$ cat src/rtl/ahb_dma_pkg.sv
package ahb_dma_pkg;

    localparam int DATA_W = 32;

    typedef enum logic [1:0] {
        TR_IDLE   = 2'b00,
        TR_NONSEQ = 2'b10
    } htrans_e;

    localparam logic [2:0] SZ_BYTE = 3'b000;
    localparam logic [2:0] SZ_WORD = 3'b010;

    localparam logic [1:0] RESP_OKAY = 2'b00;
    localparam logic [1:0] RESP_ERR  = 2'b01;

    typedef enum logic [1:0] {
        ST_IDLE,
        ST_ARB,
        ST_XFER,
        ST_TAIL
    } dma_state_e;

    typedef struct packed {
        logic valid;
        logic write;
        logic word;
    } dphase_t;

    function automatic logic [DATA_W-1:0] swap_bytes(input logic [DATA_W-1:0] w);
        logic [DATA_W-1:0] r;
        for (int i = 0; i < DATA_W / 8; i++) begin
            r[8*i +: 8] = w[DATA_W - 8*(i+1) +: 8];
        end
        return r;
    endfunction

endpackage

$ cat src/rtl/ahb_dma_agen.sv
module ahb_dma_agen
    import ahb_dma_pkg::*;
#(
    parameter int AW = 32,
    parameter int LW = 16
) (
    input  logic          clk,
    input  logic          rst,
    input  logic          load,
    input  logic          step,
    input  logic          clear,
    input  logic [AW-1:0] ld_addr,
    input  logic [LW-1:0] ld_len,
    output logic [AW-1:0] cur_addr,
    output logic          use_word,
    output logic          is_last
);
    localparam logic [LW-1:0] WORD_BYTES = LW'(DATA_W / 8);
    localparam logic [LW-1:0] ONE_BYTE   = LW'(1);

    logic [AW-1:0] addr_q;
    logic [LW-1:0] rem_q;
    logic [LW-1:0] step_len;

    always_comb begin
        use_word = (addr_q[1:0] == 2'b00) && (rem_q >= WORD_BYTES);
        step_len = use_word ? WORD_BYTES : ONE_BYTE;
        is_last  = (rem_q == step_len);
        cur_addr = addr_q;
    end

    always_ff @(posedge clk) begin
        if (rst) begin
            addr_q <= '0;
            rem_q  <= '0;
        end else if (load) begin
            addr_q <= ld_addr;
            rem_q  <= ld_len;
        end else if (clear) begin
            rem_q  <= '0;
        end else if (step) begin
            addr_q <= addr_q + AW'(step_len);
            rem_q  <= rem_q - step_len;
        end
    end

    // a step is only ever taken while bytes remain to cover it
    assert_no_underflow_R3: assert property (@(posedge clk) disable iff (rst)
        step |-> (rem_q >= step_len));

endmodule

$ cat src/rtl/ahb_dma_ctrl.sv
module ahb_dma_ctrl
    import ahb_dma_pkg::*;
(
    input  logic       clk,
    input  logic       rst,
    input  logic       req_valid,
    input  logic       req_len_zero,
    input  logic       req_write,
    input  logic       cfg_lock_en,
    input  logic       cfg_big_end,
    input  logic       hgrant,
    input  logic       hready,
    input  logic [1:0] hresp,
    input  logic       dp_valid,
    input  logic       is_last,
    output logic       req_ready,
    output logic       load,
    output logic       issue,
    output logic       step,
    output logic       clear,
    output logic       wr_q,
    output logic       big_q,
    output logic       hbusreq,
    output logic       hlock,
    output logic       done,
    output logic       done_err
);
    dma_state_e st_q;
    logic       lock_q, err_q;
    logic       accept, resp_ok, resp_err, abort, tail_fin, active;

    always_comb begin
        req_ready = (st_q == ST_IDLE);
        accept    = req_valid && req_ready;
        load      = accept && !req_len_zero;
        resp_ok   = (hresp == RESP_OKAY);
        resp_err  = (hresp == RESP_ERR);
        issue     = (st_q == ST_XFER) && hgrant && resp_ok;
        step      = issue && hready;
        abort     = (st_q == ST_XFER) && dp_valid && hready && resp_err;
        clear     = abort;
        tail_fin  = (st_q == ST_TAIL) && (!dp_valid || hready);
        active    = (st_q == ST_ARB) || (st_q == ST_XFER);
        hbusreq   = (st_q == ST_ARB) || ((st_q == ST_XFER) && !(is_last && hgrant));
        hlock     = lock_q && active;
    end

    always_ff @(posedge clk) begin
        if (rst) begin
            st_q     <= ST_IDLE;
            lock_q   <= 1'b0;
            big_q    <= 1'b0;
            wr_q     <= 1'b0;
            err_q    <= 1'b0;
            done     <= 1'b0;
            done_err <= 1'b0;
        end else begin
            done     <= (accept && req_len_zero) || tail_fin;
            done_err <= tail_fin && (err_q || (dp_valid && resp_err));
            unique case (st_q)
                ST_IDLE: if (load) begin
                    st_q   <= ST_ARB;
                    lock_q <= cfg_lock_en;
                    big_q  <= cfg_big_end;
                    wr_q   <= req_write;
                    err_q  <= 1'b0;
                end
                ST_ARB: if (hgrant && hready) st_q <= ST_XFER;
                ST_XFER: begin
                    if (abort) begin
                        err_q <= 1'b1;
                        st_q  <= ST_TAIL;
                    end else if (step && is_last) begin
                        st_q  <= ST_TAIL;
                    end
                end
                ST_TAIL: if (tail_fin) st_q <= ST_IDLE;
                default: st_q <= ST_IDLE;
            endcase
        end
    end

    // an empty request never reaches the arbiter
    assert_empty_no_busreq_R2: assert property (@(posedge clk) disable iff (rst)
        (accept && req_len_zero) |=> !hbusreq);

    // the cycle after acceptance is never a real transfer
    assert_lead_idle_R4: assert property (@(posedge clk) disable iff (rst)
        accept |=> !issue);

    // an error response ends the stream of transfers
    assert_err_stops_R12: assert property (@(posedge clk) disable iff (rst)
        abort |=> (!issue && !hlock));

endmodule

$ cat src/rtl/ahb_dma_dphase.sv
module ahb_dma_dphase
    import ahb_dma_pkg::*;
#(
    parameter int AW = 32
) (
    input  logic              clk,
    input  logic              rst,
    input  logic              hready,
    input  logic [1:0]        hresp,
    input  logic              issue,
    input  logic              wr,
    input  logic              big,
    input  logic              use_word,
    input  logic [AW-1:0]     cur_addr,
    input  logic [DATA_W-1:0] eng_wdata,
    input  logic [DATA_W-1:0] hrdata,
    output logic              dp_valid,
    output logic              eng_xfer,
    output logic              eng_write,
    output logic              eng_word,
    output logic [AW-1:0]     eng_addr,
    output logic [DATA_W-1:0] eng_rdata,
    output logic [DATA_W-1:0] hwdata
);
    dphase_t       dp_q;
    logic [AW-1:0] dp_addr_q;

    always_ff @(posedge clk) begin
        if (rst) begin
            dp_q      <= '0;
            dp_addr_q <= '0;
        end else if (hready) begin
            dp_q.valid <= issue;
            dp_q.write <= wr;
            dp_q.word  <= use_word;
            dp_addr_q  <= cur_addr;
        end
    end

    always_comb begin
        dp_valid  = dp_q.valid;
        eng_xfer  = dp_q.valid && hready && (hresp == RESP_OKAY);
        eng_write = dp_q.write;
        eng_word  = dp_q.word;
        eng_addr  = dp_addr_q;
        eng_rdata = big ? swap_bytes(hrdata) : hrdata;
        if (dp_q.valid && dp_q.write)
            hwdata = big ? swap_bytes(eng_wdata) : eng_wdata;
        else
            hwdata = '0;
    end

    // a data phase only exists after an address phase was taken
    assert_dphase_origin_R11: assert property (@(posedge clk) disable iff (rst)
        (hready && !issue) |=> !dp_valid);

endmodule

$ cat src/rtl/ahb_dma_master.sv
module ahb_dma_master
    import ahb_dma_pkg::*;
#(
    parameter int AW = 32,
    parameter int LW = 16
) (
    input  logic              clk,
    input  logic              rst,
    input  logic              cfg_lock_en,
    input  logic              cfg_big_end,
    input  logic              req_valid,
    output logic              req_ready,
    input  logic [AW-1:0]     req_addr,
    input  logic [LW-1:0]     req_len,
    input  logic              req_write,
    output logic              done,
    output logic              done_err,
    output logic              eng_xfer,
    output logic              eng_write,
    output logic              eng_word,
    output logic [AW-1:0]     eng_addr,
    input  logic [DATA_W-1:0] eng_wdata,
    output logic [DATA_W-1:0] eng_rdata,
    output logic              hbusreq,
    input  logic              hgrant,
    output logic              hlock,
    output logic [1:0]        htrans,
    output logic [2:0]        hsize,
    output logic [AW-1:0]     haddr,
    output logic [DATA_W-1:0] hwdata,
    input  logic [DATA_W-1:0] hrdata,
    input  logic              hready,
    input  logic [1:0]        hresp
);
    logic          load, issue, step, clear, wr_q, big_q;
    logic          dp_valid, use_word, is_last;
    logic [AW-1:0] cur_addr;

    ahb_dma_ctrl u_ctrl (
        .clk          (clk),
        .rst          (rst),
        .req_valid    (req_valid),
        .req_len_zero (req_len == '0),
        .req_write    (req_write),
        .cfg_lock_en  (cfg_lock_en),
        .cfg_big_end  (cfg_big_end),
        .hgrant       (hgrant),
        .hready       (hready),
        .hresp        (hresp),
        .dp_valid     (dp_valid),
        .is_last      (is_last),
        .req_ready    (req_ready),
        .load         (load),
        .issue        (issue),
        .step         (step),
        .clear        (clear),
        .wr_q         (wr_q),
        .big_q        (big_q),
        .hbusreq      (hbusreq),
        .hlock        (hlock),
        .done         (done),
        .done_err     (done_err)
    );

    ahb_dma_agen #(.AW(AW), .LW(LW)) u_agen (
        .clk      (clk),
        .rst      (rst),
        .load     (load),
        .step     (step),
        .clear    (clear),
        .ld_addr  (req_addr),
        .ld_len   (req_len),
        .cur_addr (cur_addr),
        .use_word (use_word),
        .is_last  (is_last)
    );

    ahb_dma_dphase #(.AW(AW)) u_dp (
        .clk       (clk),
        .rst       (rst),
        .hready    (hready),
        .hresp     (hresp),
        .issue     (issue),
        .wr        (wr_q),
        .big       (big_q),
        .use_word  (use_word),
        .cur_addr  (cur_addr),
        .eng_wdata (eng_wdata),
        .hrdata    (hrdata),
        .dp_valid  (dp_valid),
        .eng_xfer  (eng_xfer),
        .eng_write (eng_write),
        .eng_word  (eng_word),
        .eng_addr  (eng_addr),
        .eng_rdata (eng_rdata),
        .hwdata    (hwdata)
    );

    always_comb begin
        htrans = issue ? TR_NONSEQ : TR_IDLE;
        hsize  = (issue && use_word) ? SZ_WORD : SZ_BYTE;
        haddr  = cur_addr;
    end

    // a stalled address phase keeps its address and size
    assert_hold_stall_R7: assert property (@(posedge clk) disable iff (rst)
        (htrans == TR_NONSEQ && !hready) |=>
        (!hgrant || hresp != RESP_OKAY ||
         (htrans == TR_NONSEQ && $stable(haddr) && $stable(hsize))));

    // a word transfer is always word aligned
    assert_size_align_R3: assert property (@(posedge clk) disable iff (rst)
        (htrans == TR_NONSEQ && hsize == SZ_WORD) |-> (haddr[1:0] == 2'b00));

    // no transfer without ownership
    assert_grant_needed_R13: assert property (@(posedge clk) disable iff (rst)
        (htrans == TR_NONSEQ) |-> hgrant);

    // the cycle of a done pulse is never a transfer and holds no request
    assert_tail_idle_R6: assert property (@(posedge clk) disable iff (rst)
        done |-> (htrans == TR_IDLE && !hbusreq && !hlock));

endmodule

$ cat config.mk
export PLATFORM = sky130hd
export DESIGN_NAME = ahb_dma_master
export DESIGN_NICKNAME = d
export VERILOG_FILES = /design/src/rtl/ahb_dma_pkg.sv /design/src/rtl/ahb_dma_agen.sv /design/src/rtl/ahb_dma_ctrl.sv /design/src/rtl/ahb_dma_dphase.sv /design/src/rtl/ahb_dma_master.sv
export SDC_FILE = /design/constraint.sdc
export NUM_CORES = 1
export LEC_CHECK = 0
export BUFFER_PORTS_ARGS = -buffer_cell sky130_fd_sc_hd__buf_2
export CORE_MARGIN = 5
export CORE_UTILIZATION = 29
export DETAILED_ROUTE_END_ITERATION = 10
export PLACE_DENSITY = 0.52
export SKIP_CTS_REPAIR_TIMING = 1
export SYNTH_ARGS = -nofsm -noshare
export SYNTH_HDL_FRONTEND = slang
export SYNTH_HIERARCHICAL = 1
export SYNTH_SLANG_ARGS = --single-unit
$ cat constraint.sdc
create_clock -name clk -period 6.93 [get_ports clk]
set_clock_uncertainty 0.15 [all_clocks]
set_input_delay 0.693 -clock clk [delete_from_list [all_inputs] [get_ports clk]]
set_output_delay 0.693 -clock clk [all_outputs]
set_load 0.05 [all_outputs]
# After elaboration in Yosys (flattened, before gate mapping)
# Cells that the tools add are included.
# word_totals
regBits,91
input_bits,122
output_inout_bits,141
word_cells,89
# classes
n_addsub,2
magnitude_cmp,1
n_eq_ne,11
muxes,21
n_reduce_logical,41
# ops
op,n
32-bit two-way mux,6
16-bit two-way mux,3
32-bit by 16-bit adder with 32-bit output,1
1-bit logical AND,22
16-bit == test,1
"16-bit by 3-bit greater-or-equal comparator with 1-bit output, second input constant",1
16-bit logical NOT,1
16-bit subtractor,1
2-bit two-way mux,7
2-bit case mux with 4 select lines,1
2-bit logical NOT,3
"2-bit != test, second input constant",3
1-bit logical OR,5
"2-bit by 1-bit == test with 1-bit output, second input constant",2
"2-bit == test, second input constant",2
"2-bit by 1-bit != test with 1-bit output, second input constant",2
2-bit AND reduction,2
4-bit AND reduction,1
2-bit nonzero test,2
1-bit logical NOT,3
3-bit two-way mux,1
"3-bit != test, second input constant",1
3-bit AND reduction,1
3-bit nonzero test,1
2 further kinds,3

# Depth between registers and ports, before layout
# Gate-level depths: netlist of run 1.
# depth
word_depth,8
mapped_depth,12
ltp_nobuf,10

# Cells and area by module
# The synthesis of run 1 kept the hierarchy.
# by_module_without_submodules
mod,n_inst,cells_per_inst,area_each_um2
ahb_dma_agen,1,385,3049.2
ahb_dma_dphase,1,222,2302.2
ahb_dma_ctrl,1,55,518.0
ahb_dma_master,1,11,73.8

# Worst setup path after synthesis of run 1
# OpenSTA, ideal clock, no wires.
# synth_path
kind,reg-to-reg
from,register u_agen.rem_q[8]
to,register u_agen.addr_q[19] (netlist: u_agen/cur_addr[19])
arrival_ns,3.663
required_ns,6.689
path_slack_ns,3.026
path_stages_with_launch,11
path_buffers,1
period_less_slack_ns,3.904
cell_sequence,dfxtp_1 > or4_4 > or4_4 > or4_4 > o21a_1 > ha_1 > a31oi_1 > nand2b_1 > clkbuf_1 > or4_1 > a311oi_1
# synth_via
elab_chain_len,7
# synth_rtl
item,line_no,rtl
start: declaration,ahb_dma_agen.sv:22,logic [LW-1:0] rem_q;
start signal: assignment,ahb_dma_agen.sv:38,rem_q <= ld_len;
start signal: assignment,ahb_dma_agen.sv:43,rem_q <= rem_q - step_len;
16-bit by 3-bit greater-or-equal comparator with 1-bit output,ahb_dma_agen.sv:26,use_word = (addr_q[1:0] == 2'b00) && (rem_q >= WORD_BYTES);
1-bit logical AND,ahb_dma_agen.sv:26,
net use_word,ahb_dma_master.sv:36,"logic dp_valid, use_word, is_last;"
3-bit two-way mux,ahb_dma_agen.sv:27,step_len = use_word ? WORD_BYTES : ONE_BYTE;
32-bit by 16-bit adder with 32-bit output,ahb_dma_agen.sv:42,addr_q <= addr_q + AW'(step_len);
32-bit two-way mux,ahb_dma_agen.sv:41,end else if (step) begin
32-bit two-way mux,ahb_dma_agen.sv:39,end else if (clear) begin
32-bit two-way mux,ahb_dma_agen.sv:36,end else if (load) begin
end signal: assignment,ahb_dma_agen.sv:37,addr_q <= ld_addr;
end signal: assignment,ahb_dma_agen.sv:42,
end: declaration,ahb_dma_agen.sv:21,logic [AW-1:0] addr_q;
# The timed path passes the listed nets, and every way through them passes these cells. The select of a mux whose other input is x is not followed.
# A chain may end at the register's enable or synchronous reset.

# Final worst setup path of run 1
# layout_path
from,register u_agen.rem_q[8]
to,output port hbusreq
# layout_via
elab_chain_len,8
# layout_rtl
item,line_no,rtl
16-bit by 3-bit greater-or-equal comparator with 1-bit output,ahb_dma_agen.sv:26,
1-bit logical AND,ahb_dma_agen.sv:26,
3-bit two-way mux,ahb_dma_agen.sv:27,
16-bit == test *,ahb_dma_agen.sv:28,is_last = (rem_q == step_len);
net is_last,ahb_dma_master.sv:36,
1-bit logical AND *,ahb_dma_ctrl.sv:44,hbusreq = (st_q == ST_ARB) || ((st_q == ST_XFER) && !(is_last && hgrant));
1-bit logical NOT *,ahb_dma_ctrl.sv:44,
1-bit logical AND *,ahb_dma_ctrl.sv:44,
1-bit logical OR *,ahb_dma_ctrl.sv:44,
end: declaration,ahb_dma_master.sv:24,"output logic hbusreq,"
# Mark *: on every way through the listed nets, which the timed path passes. The rest lies on a longest branch.

==> results.yml, run 1 <==
run_status:
  status: "finished, final reports clean"
clock_network:
  clock_latency_ns: 0.35
  cts_buffers: 9
  cts_tree: "done"
  clock_path_buffers: 2
  clock_sinks: 91
  clock-root-buffer: "clkbuf_16"
  htree_levels: 3
  clkTransAtPathRegs_ns: 0.06
placement:
  io_buffers: 259
  place_congestion: 0.8293
  dp_hpwl_um: 15370
drt:
  first_iter_violations: 307
  vias: 5852
  routed_wl_um: 20100
  wl_per_cell_um: 17.08
  drc: 0
  routed_via_density: 4.972
  firstDrtPassIters: 5
  ant_nets: 0
hold_path:
  holdPathStages: 2
  hold_start: "u_agen/rem_q[0]"
  min_path_type: "flip-flop to flip-flop"
  min_to: "u_agen/rem_q[0]"
synth:
  yosys_warnings: 6
  syn_avg_cell_area_um2: 8.831
  synth_cell_type_count: 73
  synth_edf_count: 0
  ys_top_cells_by_count: "nor2_1, dfxtp_1, mux2i_1"
  synthArstFlopShare_pct: 0
  seq_area_frac_synth_pct: 30.65
  syn_inst: 673
  netlist_area_um2: 5943
  yosysMostFrequentCell: "nor2_1"
  synth_top_area_share_pct: 30.65
  ys_ff_latch: 91
  synth_area_leaders: "dfxtp_1, mux2i_1, nor2_1"
  synth_top_area_cell: "dfxtp_1"
  synth_flop_cell: "dfxtp_1"
die:
  start_util_pct: 29.37
  die_x_um: 153.2
  core-area_um2: 20230
  ioPinCount: 263
  rows: 52
  die_y_um: 153.2
  fp.dieArea_um2: 23460
critical_path:
  path_max_fanout: 7
  path_delay_family: "simple AND/OR/NAND/NOR gates"
  crit_required_ns: 6.09
  critPathKind: "flip-flop to output pin"
  crit_path_frequent_cell: "or4_4"
  cpPeakStageDelay_ns: 0.58
  cp_data_arrival_time_ns: 3.60
  rr_worst_depth: 9
  r2r_end: "u_agen/cur_addr[23]"
  rr_startpoint: "u_agen/rem_q[8]"
  reg2reg_slack_ns: 2.63
  path_cells: "or4_4, or4_4, or4_4, o21ai_1, ha_1, nand2_1, nor3_2, nand2_1, a21o_1, buf_2"
  worst-path-buf-inv: 1
  worstSetupStartpointType: "flip-flop"
  worstSetupEndpointType: "output pin"
  crit_slowest_cell: "or4_4"
timing:
  holdWs_ns: 0.3311
  period_needed_ns: 4.446
  totalNegativeSetupSlack_ns: 0
  setup_violations: 0
  rsz0062_at_grt: "false"
  finalCritPeriodShare_pct: 64.16
  max_slew_margin_pct: 27.07
  final-hold-violation-count: 0
  report.final.slew_viol_count: 0
  tightest_slew_ns: 1.094
  fmax_ghz: 0.2249
final_layout:
  diodes: 0
  drive_above_1_share_pct: 35.94
  syn2layout_area_growth_pct: 27.73
  fin_nets: 1036
global_route:
  grt_pass1_vias: 5606
  grt_pass1_wl_um: 31480
  antenna_found_initial: 0
  grt.total_usage_pct: 16.34
  gr-total-overflow: 0
  grt_start_max_net_pins: 77
power:
  vdd_drop_max_uv: 140.5
  p_per_area_nw_per_um2: 341.8
  power_leakage_uw: 0.003431
job:
  max_cap_viol_count: 0
==> worst max-delay path by stage <==
stage	startpoint	end	slack, ns	cells past startpoint
2_1_floorplan	u_agen/rem_q[8]	u_agen/cur_addr[19]	3.03	10
3_3_place_gp	u_agen/rem_q[8]	u_agen/cur_addr[23]	2.68	9
3_5_place_dp	u_agen/rem_q[8]	u_agen/cur_addr[23]	2.66	9
4_1_cts	u_agen/rem_q[8]	hbusreq	2.45	10
5_1_grt	u_agen/rem_q[8]	hbusreq	2.32	10
6_report	u_agen/rem_q[8]	hbusreq	2.48	10
==> registers in the layout (all words and copies together) (netlist names), 2 cells and up <==
name	cells
u_agen/cur_addr	32
u_agen/rem_q	16
u_dp/eng_addr	32
u_ctrl/st_q	2
==> worst reg2reg max path: stages (launching register included) <==
cell and delay, ns:
dfxtp_1 0.36, or4_4 0.58, or4_4 0.44, or4_4 0.52, o21a_1 0.22, ha_1 0.35, a31oi_1 0.21, nor3_1 0.92
a211oi_1 0.18, nor4_1 0.28
==> metrics by stage <==
stage	area, µm²	power (µW)	utilization, %	worst slack, ns	cells
2_1_floorplan	5951	1805	-	3.026	675
3_3_place_gp	7296	2108	36.06	2.681	1161
3_5_place_dp	7296	2108	36.06	2.655	1161
4_1_cts	7591	2625	37.52	2.452	1177
5_1_grt	7591	2763	37.52	2.321	1177
6_report	7591	2594	37.52	2.484	1177
==> layer usage <==
metal | vias up | track usage, % | wire length (µm)
met4 | 0 | 4.073 | 344
met2 | 167 | 26.61 | 9500
li1 | 2939 | - | -
met5 | - | 0 | 0
met1 | 2721 | 21.45 | 8969
met3 | 25 | 4.552 | 1290
==> power by group <==
part	internal [µW]	switching [µW]	leakage (µW)
Combinational	432	841	0.00254
Clock	290	209	0.000147
Sequential	637	186	0.000747
==> placed cells by master (no fill, tap or decap), types with 10 or more instances in the layout <==
cell type  synthesis  layout
o31ai_1           13      13
ha_1              12      12
mux2_4            28      28
nand4_1           13      13
nor3_1            10      10
nor4_1            12      12
nand2_1           35      35
or4_1             14      14
nand3_1           21      21
buf_2              2     258
dfxtp_1           91      90
nor2_1           113     113
a21oi_1           17      17
a211oi_1          17      17
mux2i_1           73      73
inv_1             15      15
a311oi_1          13      13
==> cells by family (layout without fill, tap and decap cells) <==
family	count (synthesis)	count (layout)	synth area share, %
AND/OR/NAND/NOR	283	283	24.84
AO/OA/AOI/OAI	106	106	13.41
multiplexers	106	106	20.32
flip-flops	91	91	30.65
buffers and inverters	62	294	6.421
adder cells (fa/ha/maj)	12	12	2.526
XOR/XNOR	12	12	1.769
other	1	3	0.06310
==> area by class of cell <==
cell class | instances | area [µm²]
fillers | 2143 | 12640
repair buffers | 263 | 1329
well taps | 270 | 337.8
inverters | 15 | 56.30
multi-input cells | 522 | 3747
flip-flops and latches | 91 | 1826
clock inverters | 4 | 48.80
clock buffers | 12 | 246.5
Note: power is estimated with default switching activity, not from simulation.
==> inputs of run 2 (changes only) <==
==> constraint.sdc (replaced) <==
create_clock -name clk -period 4.23 [get_ports clk]
set_clock_uncertainty 0.15 [all_clocks]
set_input_delay 0.423 -clock clk [delete_from_list [all_inputs] [get_ports clk]]
set_output_delay 0.423 -clock clk [all_outputs]
set_load 0.05 [all_outputs]
==> run 2 against run 1 <==
  * Core utilization is 0.53 points higher
  * Critical path depth is the same
  * Routed wire length increased by 1.1%
  * Die area unchanged
  * Count of clock-buffer cells in the layout fell by 2
  * Worst hold slack worse by 0.20 ns
  * Highest routed layer is now met5
  * Worst setup slack worse by 2.3 ns
  * Cell count rose by 0.59%
  * Critical path type unchanged
  * First-iteration DRC count increased by 5.9%
  * Flip-flop and latch count unchanged
  * Clock power increased by 86%
==> results.yml, run 2 (synthesis gave the netlist of run 1 again) <==
power:
  pwr-share-seq_pct: 30.6
  power_leakage_uw: 0.003485
  p_int_uw: 2358
  p_comb_share_pct: 48.4
  p_sw_share_pct: 46.50
  vdd_drop_max_uv: 248.8
  p_per_area_nw_per_um2: 572.4
  p_clk_share_pct: 21.0
  p_sw_uw: 2049
die:
  start_util_pct: 29.37
  die_x_um: 153.2
  core-area_um2: 20230
  fp.dieArea_um2: 23460
  ioPinCount: 263
  rows: 52
  die_y_um: 153.2
timing:
  period_needed_ns: 4.051
  holdWs_ns: 0.1348
  fmax_ghz: 0.2468
  report.final.slew_viol_count: 0
  setup_violations: 0
  totalNegativeSetupSlack_ns: 0
  final-hold-violation-count: 0
  tightest_slew_ns: 1.084
  finalCritPeriodShare_pct: 95.78
  worst_slack_ns: 0.1787
  max_slew_margin_pct: 27.73
critical_path:
  path_cells: "or4_4, or4_4, or4_4, o21ai_2, ha_2, nand2_1, nor3_2, nand2_1, a21o_1, buf_2"
  crit_required_ns: 3.66
  worstSetupEndpointType: "output pin"
  crit_path_frequent_cell: "or4_4"
  cp_data_arrival_time_ns: 3.48
  critPathKind: "flip-flop to output pin"
  worstSetupStartpointType: "flip-flop"
  cpPeakStageDelay_ns: 0.59
  path_delay_family: "simple AND/OR/NAND/NOR gates"
  path_max_fanout: 7
  worst-path-buf-inv: 1
  crit_slowest_cell: "or4_4"
hold_path:
  min_path_type: "primary input to flip-flop"
clock_network:
  clock_path_buffers: 2
  cts_buffers: 9
  cts_tree: "done"
  clock_sinks: 91
  htree_levels: 3
  clock_latency_ns: 0.35
  clock-root-buffer: "clkbuf_16"
  clkTransAtPathRegs_ns: 0.06
global_route:
  gr-total-overflow: 0
  grt_pass1_vias: 5533
  grt_pass1_wl_um: 31890
  grt_start_max_net_pins: 66
  grt.total_usage_pct: 16.69
  antenna_found_initial: 2
placement:
  dp_worst_setup_slack_ns: 0.1792
  dpl_cell_area_um2: 7353
  dp_cells: 1167
  dp_hpwl_um: 15550
  place_congestion: 0.8304
  io_buffers: 259
final_layout:
  drive_above_1_share_pct: 36.80
  syn2layout_area_growth_pct: 29.54
  fillers: 2142
  finalInstanceArea_um2: 7699
  final_common_cell: "buf_2"
  fin_nets: 1042
  layout_common_cells: "buf_2, nor2_1, dfxtp_1, mux2i_1, nand2_1"
  layout.cells.non_filler: 1184
drt:
  vias: 5887
  routed_via_density: 4.972
  routed_wl_um: 20330
  wl_per_cell_um: 17.17
  first_iter_violations: 325
  firstDrtPassIters: 4
  drc: 0
  ant_nets: 0
run_status:
  status: "finished, final reports clean"
job:
  max_cap_viol_count: 0
[run 2: worst reg2reg max path, stage by stage (launching register included)]
cell and delay (ns):
dfxtp_1 0.37, or4_4 0.59, or4_4 0.45, or4_4 0.53, o21a_1 0.23, ha_1 0.36
a31oi_1 0.13, nand2b_2 0.31, or4_1 0.56, a311oi_1 0.25
[run 2: cell type report]
type / instances / area (µm²) / share of cell area, %
Antenna cell: 1 / 2.502 / 0.03250
Clock buffer: 10 / 229.0 / 2.974
Clock inverter: 6 / 105.1 / 1.365
Inverter: 15 / 56.30 / 0.7314
Multi-Input combinational cell: 522 / 3756 / 48.79
Sequential cell: 91 / 1826 / 23.71
Tap cell: 270 / 337.8 / 4.388
Timing Repair Buffer: 269 / 1386 / 18.01
[run 2: power by group through the flow]
stage          sequential [µW]  combinational [µW]  clock, µW
2_1_floorplan             1680                1280          0
3_3_place_gp              1370                2130          0
3_5_place_dp              1370                2130          0
4_1_cts                   1350                2130        966
5_1_grt                   1390                2300        994
6_report                  1350                2130        927
[run 2: per-stage QoR]
stage                     util, %  power (µW)
after floorplan                 -        2957
after global placement      36.34        3491
after detailed placement    36.34        3492
after CTS                   37.99        4449
after global routing        38.05        4681
final                       38.05        4407
[run 2: routing by layer]
layer / vias to the layer above / GRT usage [%] / part of all wire [%]
li1: 2964 / - / -
met1: 2736 / 22.21 / 45
met2: 165 / 26.77 / 47
met3: 20 / 4.524 / 6.4
met4: 2 / 4.412 / 1.5
met5: - / 0 / 0.034
[run 2: worst paths after layout]
kind / from / end / slack (ns) / depth (start not counted)
worst min register to register: u_ctrl/err_q / u_ctrl/done_err / 0.34 / 2
worst max register to register: u_agen/rem_q[8] / u_agen/cur_addr[19] / 0.23 / 9
worst max-delay path: u_agen/rem_q[8] / hbusreq / 0.18 / 10
worst min-delay path: req_len[14] / u_agen/rem_q[14] / 0.13 / 3
